`src/rtl/quad_square_demod.sv`:
```
module quad_square_demod #(
  parameter int W = 12,
  parameter int K = 4,
  parameter int M = 8,
  localparam int CW = (K > 1) ? $clog2(K) : 1,
  localparam int AW = W + $clog2(20 * M) + 1
) (
  input  logic          clk,
  input  logic          rst_n,
  input  logic          sync,
  input  logic          s_valid,
  input  logic [CW-1:0] s_chan,
  input  logic [W-1:0]  s_data,
  output logic          out_valid,
  output logic [CW-1:0] out_chan,
  output logic [AW-1:0] out_mag
);
  localparam int PW = (M > 1) ? $clog2(M) : 1;
  localparam int GW = W + 3;

  logic [2:0]  sub;
  logic [1:0]  qtr;
  logic [PW-1:0] wp, fill;

  logic [GW-1:0]        grp   [K];
  logic signed [AW-1:0] cyc_i [K];
  logic signed [AW-1:0] cyc_q [K];
  logic signed [AW-1:0] run_i [K];
  logic signed [AW-1:0] run_q [K];
  logic signed [AW-1:0] hist_i [K][M];
  logic signed [AW-1:0] hist_q [K][M];

  wire restart = s_valid && sync && (s_chan == '0);
  wire last_ch = (s_chan == CW'(K - 1));
  wire [2:0] sub_e = restart ? 3'd0 : sub;
  wire [1:0] qtr_e = restart ? 2'd0 : qtr;
  wire grp_end = (sub_e == 3'd4);
  wire cyc_end = grp_end && (qtr_e == 2'd3);

  wire [GW-1:0] grp_n = ((sub_e == 3'd0) ? '0 : grp[s_chan]) + GW'(s_data);
  wire signed [AW-1:0] gval = $signed(AW'(grp_n));

  wire signed [AW-1:0] ci_base = (qtr_e == 2'd0) ? '0 : cyc_i[s_chan];
  wire signed [AW-1:0] cq_base = (qtr_e == 2'd0) ? '0 : cyc_q[s_chan];
  wire signed [AW-1:0] ci_n = qtr_e[1] ? ci_base - gval : ci_base + gval;
  wire signed [AW-1:0] cq_n = (qtr_e[1] == qtr_e[0]) ? cq_base - gval : cq_base + gval;

  wire signed [AW-1:0] ri_n = run_i[s_chan] + ci_n - hist_i[s_chan][wp];
  wire signed [AW-1:0] rq_n = run_q[s_chan] + cq_n - hist_q[s_chan][wp];
  wire [AW-1:0] ai = ri_n[AW-1] ? AW'(-ri_n) : AW'(ri_n);
  wire [AW-1:0] aq = rq_n[AW-1] ? AW'(-rq_n) : AW'(rq_n);

  always_ff @(posedge clk or negedge rst_n) begin
    if (!rst_n) begin
      sub       <= '0;
      qtr       <= '0;
      wp        <= '0;
      fill      <= '0;
      out_valid <= 1'b0;
      out_chan  <= '0;
      out_mag   <= '0;
      for (int c = 0; c < K; c++) begin
        grp[c]   <= '0;
        cyc_i[c] <= '0;
        cyc_q[c] <= '0;
        run_i[c] <= '0;
        run_q[c] <= '0;
        for (int m = 0; m < M; m++) begin
          hist_i[c][m] <= '0;
          hist_q[c][m] <= '0;
        end
      end
    end else begin
      out_valid <= 1'b0;
      if (s_valid) begin
        grp[s_chan] <= grp_n;
        if (grp_end) begin
          cyc_i[s_chan] <= ci_n;
          cyc_q[s_chan] <= cq_n;
        end
        if (cyc_end) begin
          run_i[s_chan]      <= ri_n;
          run_q[s_chan]      <= rq_n;
          hist_i[s_chan][wp] <= ci_n;
          hist_q[s_chan][wp] <= cq_n;
          out_valid          <= (fill == PW'(M - 1));
          out_chan           <= s_chan;
          out_mag            <= ai + aq;
        end
        if (last_ch) begin
          sub <= grp_end ? 3'd0 : sub_e + 3'd1;
          if (grp_end) qtr <= qtr_e + 2'd1;
          else         qtr <= qtr_e;
          if (cyc_end) begin
            wp <= (wp == PW'(M - 1)) ? '0 : wp + 1'b1;
            if (fill != PW'(M - 1)) fill <= fill + 1'b1;
          end
        end else if (restart) begin
          sub <= 3'd0;
          qtr <= 2'd0;
        end
      end
    end
  end
endmodule


```
`config.mk`:
```
export PLATFORM = sky130hd
export DESIGN_NAME = quad_square_demod
export DESIGN_NICKNAME = d
export VERILOG_FILES = /design/src/rtl/quad_square_demod.sv
export SDC_FILE = /design/constraint.sdc
export NUM_CORES = 2
export LEC_CHECK = 0
export BUFFER_PORTS_ARGS = -buffer_cell sky130_fd_sc_hd__buf_4
export CORE_MARGIN = 2
export CORE_UTILIZATION = 45
export DETAILED_ROUTE_END_ITERATION = 10
export PLACE_DENSITY = 0.57
export SYNTH_ARGS = -nofsm -noshare
export SYNTH_HDL_FRONTEND = slang
export SYNTH_SLANG_ARGS = --single-unit
export TNS_END_PERCENT = 10
```
`constraint.sdc`:
```
create_clock -name clk -period 29.2 [get_ports clk]
set_input_delay 8.76 -clock clk [delete_from_list [all_inputs] [get_ports clk]]
set_output_delay 8.76 -clock clk [all_outputs]
set_load 0.01 [all_outputs]
```
; ---- Word-level counts from Yosys, hierarchy flattened
; Cells that the tools add are included.
[word_totals]
register_bits = 1775
in_bits = 18
out_inout_bits = 24
word_cells = 190
[classes]
reduce_logical = 12
mux = 58
n_addsub = 16
bitwise = 2
order_cmp = 4
n_eq_ne = 7
[op_table]
columns = op, count
row1 = 672-bit bitwise mux, 2
row2 = 168-bit 2-to-1 mux, 5
row3 = 168-bit binary-select mux with 2-bit select, 2
row4 = 21-bit 2-to-1 mux, 20
row5 = 84-bit bitwise mux, 4
row6 = 168-bit demux with 2-bit select, 1
row7 = 21-bit binary-select mux with 2-bit select, 4
row8 = 21-bit binary-select mux with 3-bit select, 2
row9 = 21-bit adder, 3
row10 = 21-bit demux with 3-bit select, 1
row11 = 60-bit bitwise mux, 1
row12 = 15-bit 2-to-1 mux, 4
row13 = 21-bit by 16-bit adder with 21-bit output, 2
row14 = 21-bit demux with 2-bit select, 1
row15 = 21-bit negation, 2
row16 = 21-bit by 16-bit subtractor with 21-bit output, 2
row17 = 21-bit subtractor, 2
row18 = 15-bit binary-select mux with 2-bit select, 1
row19 = 15-bit demux with 2-bit select, 1
row20 = 15-bit by 12-bit adder with 15-bit output, 1
row21 = 3-bit 2-to-1 mux, 4
row22 = 3-bit by 1-bit adder with 3-bit output (second input constant), 3
row23 = 3-bit equality test (second input constant), 3
row24 = 2-bit 2-to-1 mux, 3
row25 = other kinds (17), 25

; ---- Depth between registers and ports, before layout
[depth]
ltp_word = 13
ltp_mapped = 56
mapped_depth_nobuf = 51

; ---- Worst setup path before layout
; Ideal clock, no wire load.
[synth_path]
path_kind = input port to flip-flop
start = in s_chan[0]
end = reg out_mag[20]
arrival_ps = 21545
path_buffers = 10
required_time_ps = 29118
path_stages = 53
setup_ps = 82
slack_ps = 7573
path_cell_list = buf_2 -> buf_2 -> buf_2 -> buf_2 -> buf_1 -> buf_1 -> buf_1 -> mux4_2 -> and2_1 -> ha_1 -> fa_1 -> a211oi_2 -> o21bai_1 -> a21oi_1 -> xor2_1 -> nand2_1 -> nor2_1 -> nand3_1 -> (+17 left out) -> xnor2_1 -> xnor3_1 -> clkbuf_1 -> nor2_1 -> xnor2_1 -> ha_1 -> nor2b_1 -> o21ai_0 -> a21boi_0 -> o21ai_0 -> a211oi_1 -> o31ai_1 -> a31oi_1 -> o41ai_1 -> o21a_1 -> or4_1 -> a21o_1 -> a31oi_1
[synth_between]
elab_chain_cells = 13
[synth_lines]
columns = item, line_no
row1 = "start, declared", 12  ; input logic [CW-1:0] s_chan,
row2 = 2-bit inverter with 3-bit output (implied by the code) / 2-bit logical NOT (equally long branches), "40, 43, 33"
row3 = 15-bit binary-select mux with 2-bit select / 1-bit logical AND (equally long branches), "40, 33"
row4 = 15-bit 2-to-1 mux (implied by the code) / 3-bit 2-to-1 mux (equally long branches), --
row5 = 15-bit 2-to-1 mux (implied by the code) / 3-bit logical NOT (equally long branches), 40  ; wire [GW-1:0] grp_n = ((sub_e == 3'd0) ? '0 : grp[s_chan]) + GW'(s_data);
row6 = 15-bit 2-to-1 mux, 40
row7 = 15-bit by 12-bit adder with 15-bit output, 40
row8 = 21-bit by 16-bit adder with 21-bit output / 21-bit by 16-bit subtractor with 21-bit output (equally long branches), 45  ; wire signed [AW-1:0] ci_n = qtr_e[1] ? ci_base - gval : ci_base + gval;
row9 = 21-bit 2-to-1 mux (*), 45
row10 = via ci_n[12], 45
row11 = 21-bit adder (*), 48  ; wire signed [AW-1:0] ri_n = run_i[s_chan] + ci_n - hist_i[s_chan][wp];
row12 = 21-bit subtractor (*), 48
row13 = 21-bit negation, 50  ; wire [AW-1:0] ai = ri_n[AW-1] ? AW'(-ri_n) : AW'(ri_n);
row14 = 21-bit 2-to-1 mux (*), 50
row15 = 21-bit adder (*), 88  ; out_mag <= ai + aq;
row16 = "end signal, assigned", 88
row17 = "end, declared", 16  ; output logic [AW-1:0] out_mag
; Mark *: on every way through the listed nets, which the timed path passes. The rest lies on a longest branch. The select of a mux whose other input is x is not followed.
; A chain may end at the register's enable or synchronous reset.

; ---- Worst setup path in the final report
; Ends and elaborated chain as after synthesis.

==> flow_metrics.env <==
export IMPL_synth_top_cell_area_share_pct=53.82
export IMPL_tightest_slew_ps=1299
export IMPL_synth_enable_flop_cells=0
export IMPL_holdBufCountCts=0
export IMPL_cts_buffer_depth=3
export IMPL_crit_start="s_chan[0]"
export IMPL_cts_resized_gates=0
export IMPL_hold_slack_ps=471.4
export IMPL_yosys_warnings=0
export IMPL_area_growth_pct=10.94
export IMPL_fmax_mhz=45.08
export IMPL_die_area_mm2=0.1868
export IMPL_vias_per_cell=5.874
export IMPL_cp_depth=48
export IMPL_diodes=0
export IMPL_nNetsFinal=7676
export IMPL_drt_iter0_drc=5075
export IMPL_placed_cell_area_mm2=0.08529
export IMPL_slowest_delay_ps=1110
export IMPL_place_hpwl_mm=149.1
export IMPL_chipWidth_um=432.3
export IMPL_cts_setup_buffers=0
export IMPL_hold_viol_final=0
export IMPL_drive_gt1_share_pct=13.98
export IMPL_antenna_found_initial=7
export IMPL_startpoint_type="primary input"
export IMPL_required_ps=29950
export IMPL_port_buffers=41
export IMPL_worst_path_buf_inv=5
export IMPL_place_congestion=0.9132
export IMPL_synth_area_leaders="dfrtp_1 54%, mux4_2 12%, o21ai_0 11%"
export IMPL_grt_use_total_pct=28.73
export IMPL_crit_slowest_cell="xnor3_1"
export IMPL_clkSinkCount=1775
export IMPL_yosysMostFrequentCell="nand2_1"
export IMPL_async_flop_share_pct=100.0
export IMPL_seq_area_mm2=0.04442
export IMPL_cts_made_buffers=184
export IMPL_drc=0
export IMPL_pre_cts_ws_ps=6404
export IMPL_cp_max_fo=51
export IMPL_hold_depth=1
export IMPL_hold_class="reg2reg"
export IMPL_cts_htree_levels=4
export IMPL_multiInputGateArea_mm2=0.03607
export IMPL_wl_mm=264.0
export IMPL_worst_setup_path_type="in2reg"
export IMPL_rsz0062_at_grt="false"
export IMPL_io_pins=42
export IMPL_vias=58870
export IMPL_synth_seq_cells=1775
export IMPL_slew_violations=0
export IMPL_root_buffer="clkbuf_16"
export IMPL_reg2reg_depth=49
export IMPL_die_y_um=432.3
export IMPL_synth_cell_types=76
export IMPL_yosysTopAreaCell="dfrtp_1"
export IMPL_grt_max_degree=182
export IMPL_r2r_slack_ps=15570
export IMPL_grt_pass1_wl_mm=394.8
export IMPL_cp_end_kind="flop"
export IMPL_avgSynthCellArea_um2=10.58
export IMPL_post_drt_wl_per_cell_um=26.34
export IMPL_skew_ps=28.44
export IMPL_synth_commonest_cells="1,937 x nand2_1, 1,775 x dfrtp_1, 1,734 x o21ai_0"
export IMPL_crit_arrival_ps=22930
export IMPL_syn_inst=7799
export IMPL_rr_startpoint="sub[0]$_DFFE_PN0P_"
export IMPL_crit_family="compound AO/OA/AOI/OAI gates"
export IMPL_design_area_mm2=0.09156
export IMPL_fillers=16320
export IMPL_insertion_delay_ps=850
export IMPL_post_route_period_util_pct=75.98
export IMPL_setup_ws_ps=7015
export IMPL_grt_pass1_vias=57270
export IMPL_grt_ovfl_total=0
export IMPL_start_util_pct=45.18
export IMPL_cpMostUsedCell="a21oi_1"
export IMPL_r2r_end="out_mag[20]$_DFFE_PN0P_"
export IMPL_synth_nets=7986
export IMPL_cts_clk_slew_worst_paths_ps=60
export IMPL_ys_dominant_reg_cell="dfrtp_1"
export IMPL_ys_seq_area_share_pct=53.82
export IMPL_status="finished clean"
export IMPL_cts_tree="built"
export IMPL_drv_cap=0
export IMPL_fin_crit_ps=22180
export IMPL_syn_cell_area_mm2=0.08253
export IMPL_crit_end="out_mag[20]$_DFFE_PN0P_"
export IMPL_finalSetupViolations=0
export IMPL_core_mm2=0.1827
export IMPL_num_rows=157
export IMPL_dr_pass1_iters=6
export IMPL_tns_ps=0
export IMPL_drtAntennaViolNets=0
export IMPL_relSlewSlack_pct=12.81
-- logic make-up (layout without fill, tap and decap cells) --
group | after synthesis | count (layout) | synth area share [%]
adder cells (fa/ha/maj) | 169 | 169 | 2.962
multiplexers | 482 | 482 | 12.42
buffers and inverters | 778 | 616 | 3.552
AND/OR/NAND/NOR | 2275 | 2275 | 11.13
AO/OA/AOI/OAI | 2152 | 2152 | 14.27
XOR/XNOR | 168 | 168 | 1.853
flip-flops | 1775 | 1775 | 53.82
-- layout by cell type (no fill, tap or decap), types with 13 or more instances in the layout --
cell type,synthesis,routed
nand2_1,1937,1900
nor2_1,72,71
xor2_1,62,42
a22oi_1,92,92
clkbuf_16,0,186
o21bai_1,13,13
clkbuf_8,0,51
nor2b_1,53,53
fa_1,44,44
o21ai_0,1734,1734
nor3_1,21,20
a21o_1,43,43
mux4_2,429,429
clkinv_2,0,36
a31oi_1,22,22
ha_1,125,124
xnor2_2,4,21
nand2_8,0,24
and3_1,59,58
a22o_1,38,38
dfrtp_1,1775,1775
or3_1,13,13
bufinv_16,0,13
nand3_1,36,36
xor2_2,0,13
a221oi_1,36,36
and2_1,26,26
clkbuf_1,588,35
inv_1,104,104
buf_4,0,171
xnor2_1,100,83
a21oi_1,83,83
mux2_2,46,46
-- state kept, by name, indices dropped and copies added, names as in the netlist, 3 cells and up --
| register | cells |
|---|---|
| hist_i | 672 |
| hist_q | 672 |
| cyc_i | 84 |
| cyc_q | 84 |
| run_i | 84 |
| run_q | 84 |
| grp | 60 |
| out_mag | 21 |
| fill | 3 |
| sub | 3 |
| wp | 3 |
-- layer usage --
layer  up-vias  GRT usage, %  share of wire [%]
li1      26490             -                  -
met1     30080         41.75                 45
met2      1904         44.59                 46
met3       404         4.333                6.3
met4         0         9.045                3.2
met5         -             0                  0
-- worst min-delay path by stage --
stage                     slack, ps                   from                    end
after floorplan                 440  cyc_q[22]$_DFFE_PN0P_  cyc_q[22]$_DFFE_PN0P_
after global routing            490    fill[0]$_DFFE_PN0P_    fill[0]$_DFFE_PN0P_
final                           470    fill[0]$_DFFE_PN0P_    fill[0]$_DFFE_PN0P_
after detailed placement        460  run_i[34]$_DFFE_PN0P_  run_i[34]$_DFFE_PN0P_
after CTS                       470  run_i[28]$_DFFE_PN0P_  run_i[28]$_DFFE_PN0P_
after global placement          450  run_i[40]$_DFFE_PN0P_  run_i[40]$_DFFE_PN0P_
-- layout make-up --
type | instances | area share [%]
timing repair buffer | 178 | 1.552
clock inverter | 62 | 0.8582
sequential | 1775 | 48.51
multi-input combinational | 5246 | 39.40
clock buffer | 272 | 5.994
inverter | 104 | 0.4264
tap | 2385 | 3.259
-- stage by stage --
stage,util (%),cells
floorplan,-,7799
global placement,46.68,9688
detailed placement,46.68,9688
CTS,50.12,10020
global route,50.12,10020
finish,50.12,10020
Power is not shown: default switching activity piles up to over one toggle a cycle in this logic, so the estimate is an artifact.
